### config.mk
export PLATFORM = sky130hd
export DESIGN_NAME = clk_src_ctl
export DESIGN_NICKNAME = d
export VERILOG_FILES = /design/src/rtl/clk_src_pkg.sv /design/src/rtl/clk_src_rst_sync.sv /design/src/rtl/clk_src_startup.sv /design/src/rtl/clk_src_ctl.sv
export SDC_FILE = /design/constraint.sdc
export NUM_CORES = 1
export LEC_CHECK = 0
export ABC_AREA = 1
export ABC_CLOCK_PERIOD_IN_PS = 1400
export BUFFER_PORTS_ARGS = -buffer_cell sky130_fd_sc_hd__buf_2
export CORE_MARGIN = 5
export CORE_UTILIZATION = 45
export DETAILED_ROUTE_END_ITERATION = 7
export PLACE_DENSITY = 0.62
export SYNTH_ARGS = -nofsm -noshare
export SYNTH_HDL_FRONTEND = slang
export SYNTH_SLANG_ARGS = --single-unit
### constraint.sdc
create_clock -name clk -period 1.4 [get_ports clk]
set_clock_uncertainty 0.1 [all_clocks]
set_input_delay 0.28 -clock clk [delete_from_list [all_inputs] [get_ports clk]]
set_output_delay 0.28 -clock clk [all_outputs]
set_load 0.03 [all_outputs]
### src/rtl/clk_src_pkg.sv
package clk_src_pkg;

  // Writable field layout, bits 3..0 of the register
  typedef struct packed {
    logic [1:0] sel;
    logic       en;
    logic       opt;
  } ctl_t;

  localparam int        CTL_W   = 4;
  localparam logic [1:0] SEL_AUX = 2'b11;
  localparam ctl_t       CTL_RST = '{sel: 2'b10, en: 1'b1, opt: 1'b0};

endpackage

### src/rtl/clk_src_rst_sync.sv
module clk_src_rst_sync #(
  parameter int STAGES = 2
) (
  input  logic clk,
  input  logic arst_n_i,
  output logic rst_n_o
);

  logic [STAGES-1:0] sync_q;

  always_ff @(posedge clk or negedge arst_n_i) begin
    if (!arst_n_i) sync_q <= '0;
    else           sync_q <= {sync_q[STAGES-2:0], 1'b1};
  end

  assign rst_n_o = sync_q[STAGES-1];

endmodule

### src/rtl/clk_src_startup.sv
module clk_src_startup #(
  parameter int COUNT = 1024
) (
  input  logic clk,
  input  logic arst_n_i,
  input  logic clr_i,
  input  logic tick_i,
  output logic rdy_o
);

  localparam int            CW   = $clog2(COUNT + 1);
  localparam logic [CW-1:0] LAST = CW'(COUNT - 1);
  localparam logic [CW-1:0] TERM = CW'(COUNT);

  logic [CW-1:0] cnt_q, cnt_d;
  logic          rdy_q, rdy_d;
  logic          cnt_ce;

  assign cnt_ce = tick_i && !rdy_q;

  always_comb begin
    cnt_d = cnt_q;
    rdy_d = rdy_q;
    if (clr_i) begin
      cnt_d = '0;
      rdy_d = 1'b0;
    end else if (cnt_ce) begin
      if (cnt_q == LAST) begin
        cnt_d = TERM;
        rdy_d = 1'b1;
      end else begin
        cnt_d = cnt_q + 1'b1;
      end
    end
  end

  always_ff @(posedge clk or negedge arst_n_i) begin
    if (!arst_n_i) begin
      cnt_q <= '0;
      rdy_q <= 1'b0;
    end else begin
      cnt_q <= cnt_d;
      rdy_q <= rdy_d;
    end
  end

  assign rdy_o = rdy_q;

endmodule

### src/rtl/clk_src_ctl.sv
module clk_src_ctl
  import clk_src_pkg::*;
#(
  parameter int AUX_COUNT   = 8072,
  parameter int MAIN_COUNT  = 1024,
  parameter int SYNC_STAGES = 2
) (
  input  logic             clk,
  input  logic             rst_n,
  input  logic             por_n,
  input  logic             wr_en_i,
  input  logic [CTL_W-1:0] wdata_i,
  input  logic             xtick_i,
  input  logic             mtick_i,
  output logic [7:0]       rdata_o,
  output logic             osc_en_o,
  output logic [1:0]       clk_sel_o
);

  logic por_sync_n, ctl_sync_n;
  logic aux_rdy, main_rdy;
  logic sel_ok;
  ctl_t ctl_q, ctl_d, wr_ctl;

  clk_src_rst_sync #(.STAGES(SYNC_STAGES)) u_por_sync (
    .clk      (clk),
    .arst_n_i (por_n),
    .rst_n_o  (por_sync_n)
  );

  clk_src_rst_sync #(.STAGES(SYNC_STAGES)) u_ctl_sync (
    .clk      (clk),
    .arst_n_i (rst_n & por_n),
    .rst_n_o  (ctl_sync_n)
  );

  clk_src_startup #(.COUNT(AUX_COUNT)) u_aux (
    .clk      (clk),
    .arst_n_i (por_sync_n),
    .clr_i    (1'b0),
    .tick_i   (xtick_i),
    .rdy_o    (aux_rdy)
  );

  clk_src_startup #(.COUNT(MAIN_COUNT)) u_main (
    .clk      (clk),
    .arst_n_i (por_sync_n),
    .clr_i    (!ctl_q.en),
    .tick_i   (mtick_i),
    .rdy_o    (main_rdy)
  );

  assign wr_ctl = ctl_t'(wdata_i);
  assign sel_ok = (wr_ctl.sel == SEL_AUX) ? aux_rdy : main_rdy;

  always_comb begin
    ctl_d = ctl_q;
    if (wr_en_i) begin
      ctl_d.en  = wr_ctl.en;
      ctl_d.opt = wr_ctl.opt;
      if (sel_ok) ctl_d.sel = wr_ctl.sel;
    end
  end

  always_ff @(posedge clk or negedge ctl_sync_n) begin
    if (!ctl_sync_n) ctl_q <= CTL_RST;
    else             ctl_q <= ctl_d;
  end

  assign rdata_o   = {main_rdy, aux_rdy, 2'b00, ctl_q};
  assign osc_en_o  = ctl_q.en;
  assign clk_sel_o = ctl_q.sel;

endmodule

==> impl_metrics.xml <==
<?xml version="1.0" encoding="UTF-8"?>
<metrics>
  <group name="clock_tree">
    <metric name="path_clk_slew" unit="ns">0.07</metric>
    <metric name="cts.root.buffer_cell" unit="">clkbuf_8</metric>
    <metric name="cts_tree" unit="">done</metric>
    <metric name="tritoncts_num_sinks" unit="">34</metric>
    <metric name="clock_latency" unit="ns">0.29</metric>
    <metric name="tritoncts.num_buffers" unit="">5</metric>
    <metric name="htree_levels" unit="">2</metric>
    <metric name="bufs_on_longest_clock_path" unit="">2</metric>
  </group>
  <group name="sta">
    <metric name="achievable-frequency" unit="MHz">711</metric>
    <metric name="final-setup-viol-count" unit="">1</metric>
    <metric name="finalCriticalPeriod" unit="ns">1.41</metric>
    <metric name="timing.final.hold_violations" unit="">0</metric>
    <metric name="hold_worst_slack" unit="ns">0.115</metric>
    <metric name="final.setup.tns" unit="ns">-0.00567</metric>
    <metric name="period_share" unit="">1.00</metric>
    <metric name="layout_setup_ws" unit="ns">-0.00567</metric>
    <metric name="rsz0062_at_grt" unit="">yes</metric>
    <metric name="final_max_slew_viol_count" unit="">0</metric>
  </group>
  <group name="placed_design">
    <metric name="place_ws" unit="ns">-0.0139</metric>
    <metric name="placed_area" unit="µm²">1970</metric>
    <metric name="post-dp-hpwl" unit="µm">2340</metric>
    <metric name="dp.cells" unit="">271</metric>
    <metric name="routabilityCongestion" unit="">0.784</metric>
    <metric name="numPortBuffers" unit="">18</metric>
  </group>
  <group name="pwr">
    <metric name="power.static_leakage" unit="nW">1.04</metric>
    <metric name="vdd_ir_drop_max" unit="µV">671</metric>
    <metric name="power-per-cell-area" unit="nW/µm²">963</metric>
  </group>
  <group name="worst_setup_path">
    <metric name="cp_slowest_cell" unit="">dfrtp_1</metric>
    <metric name="critical_path.cell_chain" unit="">ha_2 &gt; nand2_1 &gt; nand3b_4 &gt; nor2_4 &gt; nand2_4 &gt; o21ai_2 &gt; nand2_1</metric>
    <metric name="path_delay_family" unit="">simple AND/OR/NAND/NOR gates</metric>
    <metric name="reg2regPathDepth" unit="">7</metric>
    <metric name="arrival_time_at_the_worst_endpoint" unit="ns">1.48</metric>
    <metric name="setup_crit_start" unit="">u_aux.cnt_q[0]</metric>
    <metric name="path_class" unit="">flop to flop</metric>
    <metric name="critical-path-max-stage-delay" unit="ns">0.36</metric>
    <metric name="worst-path-buf-inv" unit="">0</metric>
    <metric name="critical_path_end_type" unit="">flop</metric>
    <metric name="timing.rr.end" unit="">u_aux.cnt_q[12]</metric>
    <metric name="setup.worst_path.start_class" unit="">flop</metric>
    <metric name="reg2reg_slack" unit="ns">-0.006</metric>
    <metric name="worst_ep_required_time" unit="ns">1.47</metric>
    <metric name="critPathMaxFanout" unit="">4</metric>
    <metric name="worstReg2RegStart" unit="">u_aux.cnt_q[0]</metric>
    <metric name="crit_path_depth" unit="">7</metric>
    <metric name="timing.critical_path.to" unit="">u_aux.cnt_q[12]</metric>
    <metric name="critPathMostFrequentCell" unit="">nand2_1</metric>
  </group>
  <group name="floorplanning">
    <metric name="dieArea" unit="µm²">5320</metric>
    <metric name="floorplan.io_pins" unit="">21</metric>
    <metric name="num_rows" unit="">22</metric>
    <metric name="chipWidth" unit="µm">72.9</metric>
    <metric name="floorplan.die.height" unit="µm">72.9</metric>
    <metric name="core" unit="µm²">3740</metric>
    <metric name="initial_utilization" unit="">0.476</metric>
  </group>
  <group name="cells_and_area">
    <metric name="final_layout_size_suffix_gt1_frac" unit="">0.342</metric>
    <metric name="layout.cells.non_filler" unit="">288</metric>
    <metric name="syn_to_final_growth" unit="%">23.6</metric>
    <metric name="layout.cells.most_common" unit="">nand2_1</metric>
    <metric name="num-nets-final" unit="">251</metric>
    <metric name="final_cell_mix" unit="">nand2_1, dfrtp_1, inv_1</metric>
    <metric name="n_antenna_cell" unit="">0</metric>
    <metric name="fin_area" unit="µm²">2200</metric>
  </group>
  <group name="run_status">
    <metric name="failing_checks" unit="">setup timing</metric>
    <metric name="result_of_the_run" unit="">complete, but fails checks</metric>
  </group>
  <group name="global_route">
    <metric name="largest_net_degree_at_the_start_of_global_routing" unit="">27</metric>
    <metric name="vias_in_the_first_global_route" unit="">1318</metric>
    <metric name="grt_antenna_before_repair" unit="">0</metric>
    <metric name="grt.overflow.total" unit="">0</metric>
    <metric name="gr-usage-all-layers" unit="">0.140</metric>
    <metric name="global_route_wire_length_before_repair" unit="µm">5790</metric>
  </group>
  <group name="drt">
    <metric name="finalWirelength" unit="µm">3290</metric>
    <metric name="routedWlPerCell" unit="µm">11.4</metric>
    <metric name="detailedRoute.firstIterationViolations" unit="">64</metric>
    <metric name="vias" unit="">1336</metric>
    <metric name="ant_nets" unit="">0</metric>
    <metric name="drc" unit="">0</metric>
    <metric name="route.detailed.vias_per_inst" unit="">4.64</metric>
    <metric name="dr_pass1_iterations" unit="">4</metric>
  </group>
  <group name="synthesis">
    <metric name="netlist_area" unit="µm²">1780</metric>
    <metric name="yosysWarningCount" unit="">0</metric>
    <metric name="synth_seq_area_share" unit="">0.479</metric>
    <metric name="postSynthRegisterBits" unit="">34</metric>
    <metric name="synthDominantAreaCellType" unit="">dfrtp_1</metric>
    <metric name="synthesis.area_per_instance" unit="µm²">8.95</metric>
    <metric name="synthDominantCellAreaShare" unit="">0.449</metric>
    <metric name="yosys.cell_types.count" unit="">29</metric>
    <metric name="ys_top_cells_by_area" unit="">dfrtp_1, nand2_1, inv_1</metric>
    <metric name="postSynthCellCount" unit="">199</metric>
  </group>
  <group name="run">
    <metric name="cap_viol_max_count" unit="">0</metric>
  </group>
  <group name="hold_path">
    <metric name="hold_depth" unit="">2</metric>
    <metric name="worstHoldPathType" unit="">input pin to flop</metric>
  </group>
</metrics>
-- worst min path at each step --
stage / start / end / slack (ns)
2_1_floorplan: por_n / u_por_sync.sync_q[0] / -0.12
3_3_place_gp: u_ctl_sync.sync_q[1] / rdata_o[0] / -0.04
3_5_place_dp: u_ctl_sync.sync_q[1] / rdata_o[0] / -0.04
4_1_cts: wr_en_i / osc_en_o / 0.11
5_1_grt: wr_en_i / osc_en_o / 0.11
6_report: wr_en_i / osc_en_o / 0.11
-- cells by family (layout without fill, tap and decap cells) --
logic type	Yosys count	after routing	share of synthesized area
xor gates and xnor gates	12	12	0.0590
buffers and inverters	34	73	0.0864
adders and majority gates	2	2	0.0140
and+or+nand+nor	94	94	0.287
AOI/OAI and AO/OA	20	20	0.0639
other	2	4	0.00422
muxes	1	1	0.00632
DFF	34	34	0.479
-- power by group --
| part | switching, mW | internal, mW |
|---|---|---|
| logic | 0.187 | 0.135 |
| registers | 0.0328 | 1.03 |
| clock network | 0.337 | 0.396 |
-- state kept, by name, summed over array words and instances, names as in the netlist --
signal,cells
u_aux.cnt_q,13
u_main.cnt_q,11
clk_sel_o,2
u_ctl_sync.sync_q,2
u_por_sync.sync_q,2
osc_en_o,1
rdata_o,1
u_aux.rdy_o,1
u_main.rdy_o,1
-- cell type report --
| type | instances | area [µm²] |
|---|---|---|
| multi-input cells | 133 | 823 |
| repair buffers | 38 | 273 |
| clock buffers | 7 | 86.3 |
| flip-flops and latches | 34 | 853 |
| inverters | 27 | 101 |
| clock inverters | 1 | 5.00 |
| well taps | 48 | 60.1 |
| fillers | 338 | 1540 |
-- cells in the mapped netlist --
master / instances
buf_4: 7
nand2_4: 2
conb_1: 2
o21bai_1: 1
nand2_2: 5
nand3b_4: 1
nand2_1: 39
nand3_1: 11
nor3_1: 2
o21ai_4: 1
o21ai_0: 10
inv_1: 24
nor3_2: 1
ha_1: 2
xnor2_1: 5
dfstp_2: 2
nor2_2: 3
clkinv_1: 1
xor2_1: 7
a21oi_1: 5
nand3b_1: 1
nor2_4: 7
nand4_1: 4
nand3_2: 3
mux2_2: 1
dfrtp_1: 32
o21ai_1: 3
inv_2: 2
nor2_1: 15
-- routing by layer --
metal,vias to the layer above,part of all wire,GRT usage
li1,693,-,-
met1,620,0.47,0.177
met2,16,0.47,0.226
met3,7,0.039,0.0413
met4,0,0.018,0.0553
met5,-,0,0
-- what timing repair did --
| action | CTS | global route |
|---|---|---|
| resized for setup | 3 | 20 |
| endpoints found under the hold margin | 6 | 0 |
| endpoints found under the setup margin | 7 | 21 |
| pin swaps | 2 | 9 |
| hold buffers | 3 | 0 |
| cloned | 0 | 0 |
| buffers inserted | 2 | 4 |
-- metrics by stage --
| stage | power [mW] | utilization |
|---|---|---|
| floorplan | 1.27 | - |
| global placement | 1.36 | 0.526 |
| detailed placement | 1.36 | 0.526 |
| CTS | 2.13 | 0.566 |
| global route | 2.23 | 0.588 |
| finish | 2.12 | 0.588 |
(Power assumes the default switching activity.)
